===== src/rtl/utp_tx_pkg.sv =====
package utp_tx_pkg;

  localparam int unsigned UTP_CELL_BYTES = 53;

  typedef enum logic [1:0] {
    DEPTH_TWO   = 2'b00,
    DEPTH_THREE = 2'b01,
    DEPTH_FOUR  = 2'b10
  } depth_code_e;

  function automatic logic [2:0] depth_cells(input logic [1:0] code);
    case (code)
      DEPTH_TWO:   return 3'd2;
      DEPTH_THREE: return 3'd3;
      default:     return 3'd4;
    endcase
  endfunction

endpackage


===== src/rtl/utp_tx_poll.sv =====
module utp_tx_poll #(
  parameter int unsigned PA_W  = 5,
  parameter int unsigned CNT_W = 3
) (
  input  logic             clk,
  input  logic             rst_n,
  input  logic [PA_W-1:0]  bus_addr,
  input  logic [PA_W-1:0]  own_addr,
  input  logic             enb_n,
  input  logic [CNT_W:0]   free_cells,
  output logic             clav,
  output logic             clav_oe,
  output logic             clav2,
  output logic             selected
);

  logic hit;
  assign hit = (bus_addr == own_addr);

  always_ff @(posedge clk) begin
    if (!rst_n) begin
      clav     <= 1'b0;
      clav_oe  <= 1'b0;
      clav2    <= 1'b0;
      selected <= 1'b0;
    end else begin
      clav_oe <= hit;
      clav    <= hit && (free_cells != '0);
      clav2   <= (free_cells >= (CNT_W+1)'(2));
      if (enb_n) selected <= hit;
    end
  end

endmodule


===== src/rtl/utp_tx_wr.sv =====
module utp_tx_wr #(
  parameter int unsigned CELL_B  = 53,
  parameter int unsigned SLOTS   = 4,
  parameter int unsigned CNT_W   = 3,
  parameter int unsigned MEM_AW  = 8
) (
  input  logic              clk,
  input  logic              rst_n,
  input  logic              enb_n,
  input  logic              soc,
  input  logic              selected,
  input  logic [CNT_W-1:0]  cells_held,
  input  logic [CNT_W-1:0]  depth,
  output logic              wr_en,
  output logic [MEM_AW-1:0] wr_addr,
  output logic              commit,
  output logic              partial,
  output logic              ovf
);

  localparam int unsigned BYTE_W = $clog2(CELL_B);
  localparam int unsigned SLOT_W = (SLOTS > 1) ? $clog2(SLOTS) : 1;
  localparam logic [BYTE_W-1:0] LAST_B = BYTE_W'(CELL_B - 1);
  localparam logic [SLOT_W-1:0] LAST_S = SLOT_W'(SLOTS - 1);

  logic [BYTE_W-1:0] byte_idx;
  logic [SLOT_W-1:0] slot;
  logic              take, room, last;
  logic [BYTE_W-1:0] wr_byte;

  assign take    = !enb_n && selected;
  assign room    = (cells_held < depth);
  assign last    = (byte_idx == LAST_B);
  assign wr_byte = soc ? '0 : byte_idx;
  assign wr_en   = take && (soc ? room : partial);
  assign commit  = take && !soc && partial && last;
  assign wr_addr = MEM_AW'(slot) * MEM_AW'(CELL_B) + MEM_AW'(wr_byte);

  always_ff @(posedge clk) begin
    if (!rst_n) begin
      partial  <= 1'b0;
      byte_idx <= '0;
      slot     <= '0;
      ovf      <= 1'b0;
    end else if (take) begin
      if (soc) begin
        if (room) begin
          partial  <= 1'b1;
          byte_idx <= BYTE_W'(1);
        end else begin
          partial  <= 1'b0;
          byte_idx <= '0;
          ovf      <= 1'b1;
        end
      end else if (partial) begin
        if (last) begin
          partial  <= 1'b0;
          byte_idx <= '0;
          slot     <= (slot == LAST_S) ? '0 : slot + SLOT_W'(1);
        end else begin
          byte_idx <= byte_idx + BYTE_W'(1);
        end
      end
    end
  end

endmodule


===== src/rtl/utp_tx_store.sv =====
module utp_tx_store #(
  parameter int unsigned CELL_B = 53,
  parameter int unsigned SLOTS  = 4,
  parameter int unsigned DW     = 8,
  parameter int unsigned CNT_W  = 3,
  parameter int unsigned MEM_AW = 8
) (
  input  logic              clk,
  input  logic              rst_n,
  input  logic              wr_en,
  input  logic [MEM_AW-1:0] wr_addr,
  input  logic [DW-1:0]     wr_data,
  input  logic              commit,
  output logic [CNT_W-1:0]  cells_held,
  output logic              rd_valid,
  input  logic              rd_ready,
  output logic [DW-1:0]     rd_data,
  output logic              rd_soc
);

  localparam int unsigned DEPTH_B = CELL_B * SLOTS;
  localparam int unsigned BYTE_W  = $clog2(CELL_B);
  localparam int unsigned SLOT_W  = (SLOTS > 1) ? $clog2(SLOTS) : 1;
  localparam logic [BYTE_W-1:0] LAST_B = BYTE_W'(CELL_B - 1);
  localparam logic [SLOT_W-1:0] LAST_S = SLOT_W'(SLOTS - 1);

  logic [DW-1:0]     mem [DEPTH_B];
  logic [SLOT_W-1:0] rd_slot;
  logic [BYTE_W-1:0] rd_byte;
  logic [MEM_AW-1:0] rd_addr;
  logic              pop, pop_end;

  assign rd_valid = (cells_held != '0);
  assign rd_addr  = MEM_AW'(rd_slot) * MEM_AW'(CELL_B) + MEM_AW'(rd_byte);
  assign rd_data  = mem[rd_addr];
  assign rd_soc   = rd_valid && (rd_byte == '0);
  assign pop      = rd_valid && rd_ready;
  assign pop_end  = pop && (rd_byte == LAST_B);

  always_ff @(posedge clk) begin
    if (wr_en) mem[wr_addr] <= wr_data;
  end

  always_ff @(posedge clk) begin
    if (!rst_n) begin
      cells_held <= '0;
      rd_slot    <= '0;
      rd_byte    <= '0;
    end else begin
      case ({commit, pop_end})
        2'b10:   cells_held <= cells_held + CNT_W'(1);
        2'b01:   cells_held <= cells_held - CNT_W'(1);
        default: cells_held <= cells_held;
      endcase
      if (pop) begin
        if (pop_end) begin
          rd_byte <= '0;
          rd_slot <= (rd_slot == LAST_S) ? '0 : rd_slot + SLOT_W'(1);
        end else begin
          rd_byte <= rd_byte + BYTE_W'(1);
        end
      end
    end
  end

endmodule


===== src/rtl/utp2_tx_phy.sv =====
module utp2_tx_phy
  import utp_tx_pkg::*;
#(
  parameter int unsigned PA_W   = 5,
  parameter int unsigned DW     = 8,
  parameter int unsigned CELL_B = UTP_CELL_BYTES,
  parameter int unsigned SLOTS  = 4
) (
  input  logic            clk,
  input  logic            rst_n,
  input  logic [PA_W-1:0] cfg_port_addr,
  input  logic [1:0]      cfg_depth,
  input  logic [PA_W-1:0] tx_addr,
  input  logic            tx_enb_n,
  input  logic            tx_soc,
  input  logic [DW-1:0]   tx_data,
  output logic            tx_clav,
  output logic            tx_clav_oe,
  output logic            tx_clav2,
  output logic            rd_valid,
  input  logic            rd_ready,
  output logic [DW-1:0]   rd_data,
  output logic            rd_soc,
  output logic            ovf_sticky
);

  localparam int unsigned CNT_W  = $clog2(SLOTS + 1);
  localparam int unsigned MEM_AW = $clog2(CELL_B * SLOTS);

  logic [CNT_W-1:0]  cells_held, depth_n;
  logic [CNT_W:0]    occupied, free_cells;
  logic              selected, wr_en, commit, partial;
  logic [MEM_AW-1:0] wr_addr;
  logic [2:0]        depth_raw;

  assign depth_raw  = depth_cells(cfg_depth);
  assign depth_n    = (32'(depth_raw) > SLOTS) ? CNT_W'(SLOTS) : CNT_W'(depth_raw);
  assign occupied   = (CNT_W+1)'(cells_held) + (CNT_W+1)'(partial);
  assign free_cells = ((CNT_W+1)'(depth_n) > occupied)
                      ? (CNT_W+1)'(depth_n) - occupied : '0;

  utp_tx_poll #(.PA_W(PA_W), .CNT_W(CNT_W)) u_poll (
    .clk(clk), .rst_n(rst_n), .bus_addr(tx_addr), .own_addr(cfg_port_addr),
    .enb_n(tx_enb_n), .free_cells(free_cells), .clav(tx_clav),
    .clav_oe(tx_clav_oe), .clav2(tx_clav2), .selected(selected)
  );

  utp_tx_wr #(.CELL_B(CELL_B), .SLOTS(SLOTS), .CNT_W(CNT_W), .MEM_AW(MEM_AW)) u_wr (
    .clk(clk), .rst_n(rst_n), .enb_n(tx_enb_n), .soc(tx_soc),
    .selected(selected), .cells_held(cells_held), .depth(depth_n),
    .wr_en(wr_en), .wr_addr(wr_addr), .commit(commit), .partial(partial),
    .ovf(ovf_sticky)
  );

  utp_tx_store #(.CELL_B(CELL_B), .SLOTS(SLOTS), .DW(DW), .CNT_W(CNT_W),
                 .MEM_AW(MEM_AW)) u_store (
    .clk(clk), .rst_n(rst_n), .wr_en(wr_en), .wr_addr(wr_addr),
    .wr_data(tx_data), .commit(commit), .cells_held(cells_held),
    .rd_valid(rd_valid), .rd_ready(rd_ready), .rd_data(rd_data),
    .rd_soc(rd_soc)
  );

endmodule


===== config.mk =====
export PLATFORM = sky130hd
export DESIGN_NAME = utp2_tx_phy
export DESIGN_NICKNAME = d
export VERILOG_FILES = /design/src/rtl/utp_tx_pkg.sv /design/src/rtl/utp_tx_poll.sv /design/src/rtl/utp_tx_wr.sv /design/src/rtl/utp_tx_store.sv /design/src/rtl/utp2_tx_phy.sv
export SDC_FILE = /design/constraint.sdc
export NUM_CORES = 2
export LEC_CHECK = 0
export BUFFER_PORTS_ARGS = -buffer_cell sky130_fd_sc_hd__buf_4
export CAP_MARGIN = 5
export CORE_MARGIN = 1
export CORE_UTILIZATION = 55
export CTS_CLUSTER_DIAMETER = 120
export CTS_CLUSTER_SIZE = 25
export DETAILED_ROUTE_END_ITERATION = 8
export GPL_ROUTABILITY_DRIVEN = 1
export GPL_TIMING_DRIVEN = 0
export PLACE_DENSITY = 0.68
export SLEW_MARGIN = 20
export SYNTH_ARGS = -nofsm -noshare
export SYNTH_HDL_FRONTEND = slang
export SYNTH_HIERARCHICAL = 1
export SYNTH_SLANG_ARGS = --single-unit

===== constraint.sdc =====
create_clock -name clk -period 6.7 [get_ports clk]
set_input_delay 2.01 -clock clk [delete_from_list [all_inputs] [get_ports clk]]
set_output_delay 2.01 -clock clk [all_outputs]
set_load 0.05 [all_outputs]

==> After elaboration in Yosys (flattened, before gate mapping) <==
Memories as Yosys holds them, arrays and structs flattened.
Index checks and enable logic that the tools add are counted.
{ "op_classes": {"muxes": 19, "order_cmp": 4, "bitwise": 2, "n_mul": 2, "reduce_logical": 21, "add_sub_neg": 10, "n_eq_ne": 8} }
{ "ops": {"columns": ["cell", "count"], "rows": [
  ["6-bit 2-to-1 mux", 5],
  ["8-bit by 6-bit adder with 8-bit output", 2],
  ["2-bit by 6-bit multiplier with 8-bit output (second input constant)", 2],
  ["6-bit by 1-bit adder with 6-bit output (second input constant)", 2],
  ["6-bit == test (second input constant)", 2],
  ["3-bit one-hot mux with 2 select lines", 2],
  ["1-bit logical AND", 9],
  ["1-bit 2-to-1 mux", 8],
  ["2-bit == test (second input constant)", 3],
  ["6-bit logical NOT", 1],
  ["5-bit == test", 1],
  ["2-bit by 1-bit adder with 2-bit output (second input constant)", 2],
  ["3-bit by 1-bit adder with 4-bit output", 1],
  ["2-bit by 1-bit == test with 1-bit output (second input constant)", 2],
  ["4-bit by 2-bit >= comparator with 1-bit output (second input constant)", 1],
  ["3-bit by 4-bit > comparator with 1-bit output", 1],
  ["2-bit 2-to-1 mux", 2],
  ["4-bit 2-to-1 mux", 1],
  ["2-bit AND reduction", 2],
  ["4-bit AND reduction", 1],
  ["2-bit nonzero test", 2],
  ["4-bit nonzero test", 1],
  ["3-bit by 4-bit subtractor with 4-bit output", 1],
  ["3-bit by 1-bit adder with 3-bit output (second input constant)", 1],
  ["other kinds (9)", 11]
]} }
{ "totals": {"elab_cells": 78, "ram_bits": 1696, "mem_count": 1, "regBits": 25, "input_bits": 25, "output_inout_bits": 14} }
{ "mem_list": {"columns": ["memory", "depth", "width", "read_ports", "rd_ports_with_merged_regs", "write_ports", "line_no", "source"], "rows": [
  ["u_store.mem", 212, 8, 1, 0, 1, "utp_tx_store.sv:27", "logic [DW-1:0] mem [DEPTH_B];"]
]} }

==> Logic depth before layout (Yosys ltp) <==
{ "depth": {"ltp_word": 9, "ltp_mapped": 14, "ltp_nobuf": 13} }

==> Modules after synthesis <==
Netlist, hierarchy kept.
{ "modules_own_cells": {"columns": ["mod", "instances", "cells_each", "seq_area_each_um2", "area_each_um2"], "rows": [
  ["utp_tx_store", 1, 2989, 51149.1, 66845.4],
  ["utp_tx_wr", 1, 117, 200.2, 980.9],
  ["utp2_tx_phy", 1, 25, 0.0, 205.2],
  ["utp_tx_poll", 1, 18, 80.1, 175.2]
]} }

==> Worst setup path after synthesis <==
Ideal clock, no wire load.
{ "synth_timing": {"kind": "flip-flop to output port", "startpoint": "register u_store.rd_slot[1]", "endpoint": "output port rd_data[0]", "slack_ps": 337, "t_required_ps": 4690, "path_stages_with_launch": 15, "t_arrival_ps": 4353, "path_buffers": 4, "cell_sequence": "dfxtp_1 > ha_1 > ha_1 > inv_1 > fa_1 > buf_2 > buf_4 > clkbuf_1 > clkbuf_1 > nand2_1 > nand3_1 > o21ai_0 > o211ai_1 > nand4_1 > nor4_1"} }
{ "synth_between": {"elab_chain_cells": 3} }
{ "synth_lines": {"columns": ["element", "line_no", "source"], "rows": [
  ["start, declared", "utp_tx_store.sv:28", "logic [SLOT_W-1:0] rd_slot;"],
  ["start signal, assigned", "utp_tx_store.sv:58", "rd_slot <= (rd_slot == LAST_S) ? '0 : rd_slot + SLOT_W'(1);"],
  ["2-bit by 6-bit multiplier with 8-bit output", "utp_tx_store.sv:34", "assign rd_addr = MEM_AW'(rd_slot) * MEM_AW'(CELL_B) + MEM_AW'(rd_byte);"],
  ["8-bit by 6-bit adder with 8-bit output", "utp_tx_store.sv:34", null],
  ["memory 212 x 8 bit", null, null],
  ["end, declared", "utp2_tx_phy.sv:22", "output logic [DW-1:0] rd_data,"]
]} }
No other way between the ends.

==> Worst setup path after layout <==
{ "layout_timing": {"startpoint": "register u_store.rd_byte[1]", "endpoint": "output port rd_data[1]"} }
{ "layout_between": {"elab_chain_cells": 2} }
{ "layout_lines": {"columns": ["element", "line_no", "source"], "rows": [
  ["start, declared", "utp_tx_store.sv:29", "logic [BYTE_W-1:0] rd_byte;"],
  ["start signal, assigned", "utp_tx_store.sv:60", "rd_byte <= rd_byte + BYTE_W'(1);"],
  ["8-bit by 6-bit adder with 8-bit output", "utp_tx_store.sv:34", null],
  ["memory 212 x 8 bit", null, null]
]} }
No other way between the ends.

==> impl_metrics.csv <==
group,metric,value,unit
status,status,"finished with violations",
status,violations,"negative setup slack",
grt,grt.total_usage,0.3169,
route,detail_route.iter0.violations,5463,
route,avgViaCountPerCell,7.093,
sta,skew,0.04256,ns
route,drtPass1Iterations,6,
cts,cts_sinks,1721,
logic_synthesis,synth.mux.area_fraction,0.1736,
sta,worst_slack,-0.03474,ns
logic_synthesis,ys.flop_type,"edfxtp_1",
cts,clockBufferDepth,3,
sta,period_share,1.005,
layout,seqCellArea,51430,sq um
power,power,17390,uW
flow_run,drv_cap,0,
setup_path,crit_path_end_kind,"output port",
die,ios,39,
logic_synthesis,yosysWarnings,6,
power,p_leak,0.02254,uW
layout,nNetsFinal,3368,
setup_path,r2r-start,"u_wr/byte_idx[1]$_SDFFE_PN0P_",
cts,cts-buffers-inserted,79,
logic_synthesis,postSynthCellCount,3149,
logic_synthesis,synth.avg_cell_area,21.66,sq um
route,maxUsedRoutingLayer,"met5",
route,route.antenna.remaining_nets,0,
die,die_area,125400,sq um
setup_path,path_max_fanout,10,
grt,grt.overflow.total,0,
die,rows,128,
logic_synthesis,synth_cell_type_count,74,
logic_synthesis,synth_seq_cells,1721,
min_path,hp-start,"u_wr/ovf$_SDFFE_PN0P_",
sta,hold_violations,0,
grt,grt_pass1_wl,269.7,mm
grt,grt_max_degree,133,
route,wl_per_cell,39.70,microns
logic_synthesis,synth-edff-count,1696,
layout,drive_gt1_frac,0.2685,
layout,fin_cells,4947,
logic_synthesis,yosys.area_share.adder,0.008365,
min_path,holdPathEnd,"u_wr/ovf$_SDFFE_PN0P_",
die,coreArea,122400,sq um
layout,syn2layout_area_growth,9.119,%
sta,tightestPinTransition,1.212,ns
logic_synthesis,syn_area,68210,sq um
logic_synthesis,synth_xor_area_frac,0.002807,
route,drc,0,
setup_path,required,4.69,ns
placement,place.gp.congestion,0.9773,
logic_synthesis,synth-simple-area-share,0.03293,
setup_path,start_kind,"flop",
cts,clock-root-buffer,"clkbuf_16",
cts,cts_max_level,3,
cts,clk_latency,0.70,ns
placement,port_buffers,38,
setup_path,rr_worst_depth,14,
setup_path,critPathKind,"flop to output port",
cts,holdBufCountCts,0,
setup_path,arrival,4.72,ns
logic_synthesis,synth_top_family_by_area,"multiplexers",
route,wl,196.4,mm
placement,place_inst,4839,
die,fp.dieW,354.2,microns
logic_synthesis,synth-compound-area-share,0.01169,
route,wl_met1,70.23,mm
sta,fin_crit,6.735,ns
logic_synthesis,synthArstFlopShare,0,
layout,multiInputGateArea,16090,sq um
sta,setup_viol,2,
grt,grt_pass1_vias,33900,
cts,cts_tree,"yes",
power,worst_ir_drop_vdd,0.0002005,V
die,start_util,0.5574,
die,die-height,354.2,microns
setup_path,r2r_slack,1.63,ns
cts,cts.clk_slew.worst_paths,0.09,ns
power,power_density,233.7,nW/um^2
sta,hold-worst-slack,0.4799,ns
logic_synthesis,ys_seq_area_frac,0.7540,
setup_path,reg2reg_to,"u_store/mem[173][7]$_DFFE_PP_",
sta,rsz0062_at_grt,"true",
route,wl_met3,24.72,mm
logic_synthesis,synthesis.nets,3216,
sta,drv_slew,0,
min_path,min_path_cells,1,
placement,place_ws,-1.033,ns
min_path,min_path_type,"flop to flop",
sta,max_clock_freq,148.5,MHz
placement,post-dp-hpwl,132.9,mm
sta,timing.slew.headroom,0.1888,
layout,nFillCells,8392,
route,dr_wl_met2,91.65,mm
route,num_vias,35090,
grt,antenna_found_initial,10,
[cell usage after synthesis (8+ instances only)]
| master | number | area [sq um] |
|---|---|---|
| xnor2_1 | 14 | 122.6 |
| edfxtp_1 | 1696 | 50930 |
| mux2i_1 | 33 | 330.3 |
| mux2_2 | 8 | 90.09 |
| nor3_1 | 20 | 100.1 |
| a21oi_1 | 19 | 95.09 |
| ha_1 | 36 | 450.4 |
| and3_1 | 8 | 50.05 |
| mux4_2 | 507 | 11420 |
| a211oi_1 | 13 | 97.59 |
| nor4_1 | 9 | 56.30 |
| clkbuf_1 | 50 | 187.7 |
| buf_4 | 29 | 217.7 |
| o211ai_1 | 9 | 67.56 |
| nor2_1 | 250 | 938.4 |
| nand2_1 | 97 | 364.1 |
| nor2b_1 | 26 | 162.7 |
| dfxtp_1 | 25 | 500.5 |
| o21ai_0 | 17 | 85.08 |
| buf_2 | 62 | 310.3 |
| nand3_1 | 41 | 205.2 |
| nand4_1 | 21 | 131.4 |
| buf_6 | 22 | 247.7 |
| inv_1 | 33 | 123.9 |
[where the power goes]
group	switching, uW	total (uW)	internal, uW
registers	0.348	11800	11800
logic	191	228	37.3
clock network	3150	5360	2220
total	3340	17400	14100
[per-layer routing]
| layer | vias to the layer above | track usage |
|---|---|---|
| met1 | 18790 | 0.4436 |
| met4 | 8 | 0.1234 |
| met3 | 434 | 0.07460 |
| met2 | 2543 | 0.4896 |
| li1 | 13320 | - |
| met5 | - | 0 |
[metrics by stage]
step / TNS (ns) / instance area, sq um / utilization
finish: -0.04128 / 74430 / 0.6083
global route: -0.06519 / 74420 / 0.6082
CTS: -0.1007 / 74250 / 0.6068
detailed placement: -16.94 / 71270 / 0.5825
global placement: -496.49 / 70530 / 0.5764
floorplan: 0 / 68210 / -
[registers in the layout, summed over array words and instances (netlist names)]
register	flops
u_poll/clav	1
u_wr/partial	1
u_store/rd_byte	6
u_poll/clav_oe	1
u_poll/selected	1
u_store/mem	1696
u_poll/clav2	1
u_wr/byte_idx	6
u_wr/slot	2
u_store/rd_slot	2
u_store/cells_held	3
u_wr/ovf	1
[what timing repair did]
action,4_1_cts,5_1_grt
setup endpoints to repair,8,8
pin swaps,15,5
gates resized for setup,209,37
setup buffers,6,0
[layout by cell type, fill, tap and decap left out, types with 9 or more instances in the layout]
master,instances
clkbuf_2,10
buf_2,11
a21oi_1,15
edfxtp_1,1696
nand3_1,34
inv_1,33
nor2_2,9
mux4_2,507
a211oi_1,9
o211ai_1,9
nand2_1,97
clkbuf_1,43
buf_4,67
buf_16,21
nand4_1,21
dfxtp_1,23
buf_8,15
nor2_1,241
clkbuf_16,86
nor3_1,15
ha_1,36
clkbuf_4,10
mux2i_1,24
buf_6,64
nor2b_1,26
o21ai_0,12
xnor2_1,13
[cells by family after synthesis]
kind of cell               Yosys count
DFF                               1721
xor gates and xnor gates            21
and+or+nand+nor                    499
muxes                              548
buffers and inverters              204
AOI/OAI and AO/OA                  114
adders and majority gates           42
[final cells by class]
| type | instances | area share |
|---|---|---|
| diodes | 4 | 0.0001345 |
| plain buffers | 170 | 0.02125 |
| clock buffers | 96 | 0.02799 |
| clock inverters | 2 | 0.0005211 |
| inverters | 34 | 0.001715 |
| multi-input cells | 1224 | 0.2162 |
| flip-flops and latches | 1721 | 0.6910 |
| well taps | 1625 | 0.02732 |
| repair buffers | 71 | 0.01385 |
[worst max path at each step]
stage	from	end	slack, ns	depth (start not counted)
3_5_place_dp	u_store/rd_slot[0]$_SDFFE_PN0P_	rd_data[4]	-1.03	13
4_1_cts	u_store/rd_slot[1]$_SDFFE_PN0P_	rd_data[5]	-0.04	13
2_1_floorplan	u_store/rd_slot[1]$_SDFFE_PN0P_	rd_data[0]	0.34	14
5_1_grt	u_store/rd_slot[1]$_SDFFE_PN0P_	rd_data[5]	-0.03	14
3_3_place_gp	u_store/rd_slot[0]$_SDFFE_PN0P_	rd_data[4]	-1.39	13
6_report	u_store/rd_byte[1]$_SDFFE_PN0P_	rd_data[1]	-0.03	12
[critical path, stage by stage, from the launching register on]
cell and delay, ns:
dfxtp_1 0.42, ha_1 0.26, ha_1 0.33, buf_4 0.26, buf_4 0.34, buf_4 0.34, mux4_2 0.39, mux4_2 0.53
nand2_1 0.18, nand3_1 0.23, a21oi_2 0.37, nor4_4 0.11, buf_4 0.21
No activity file was read; power rests on OpenSTA's default activity.
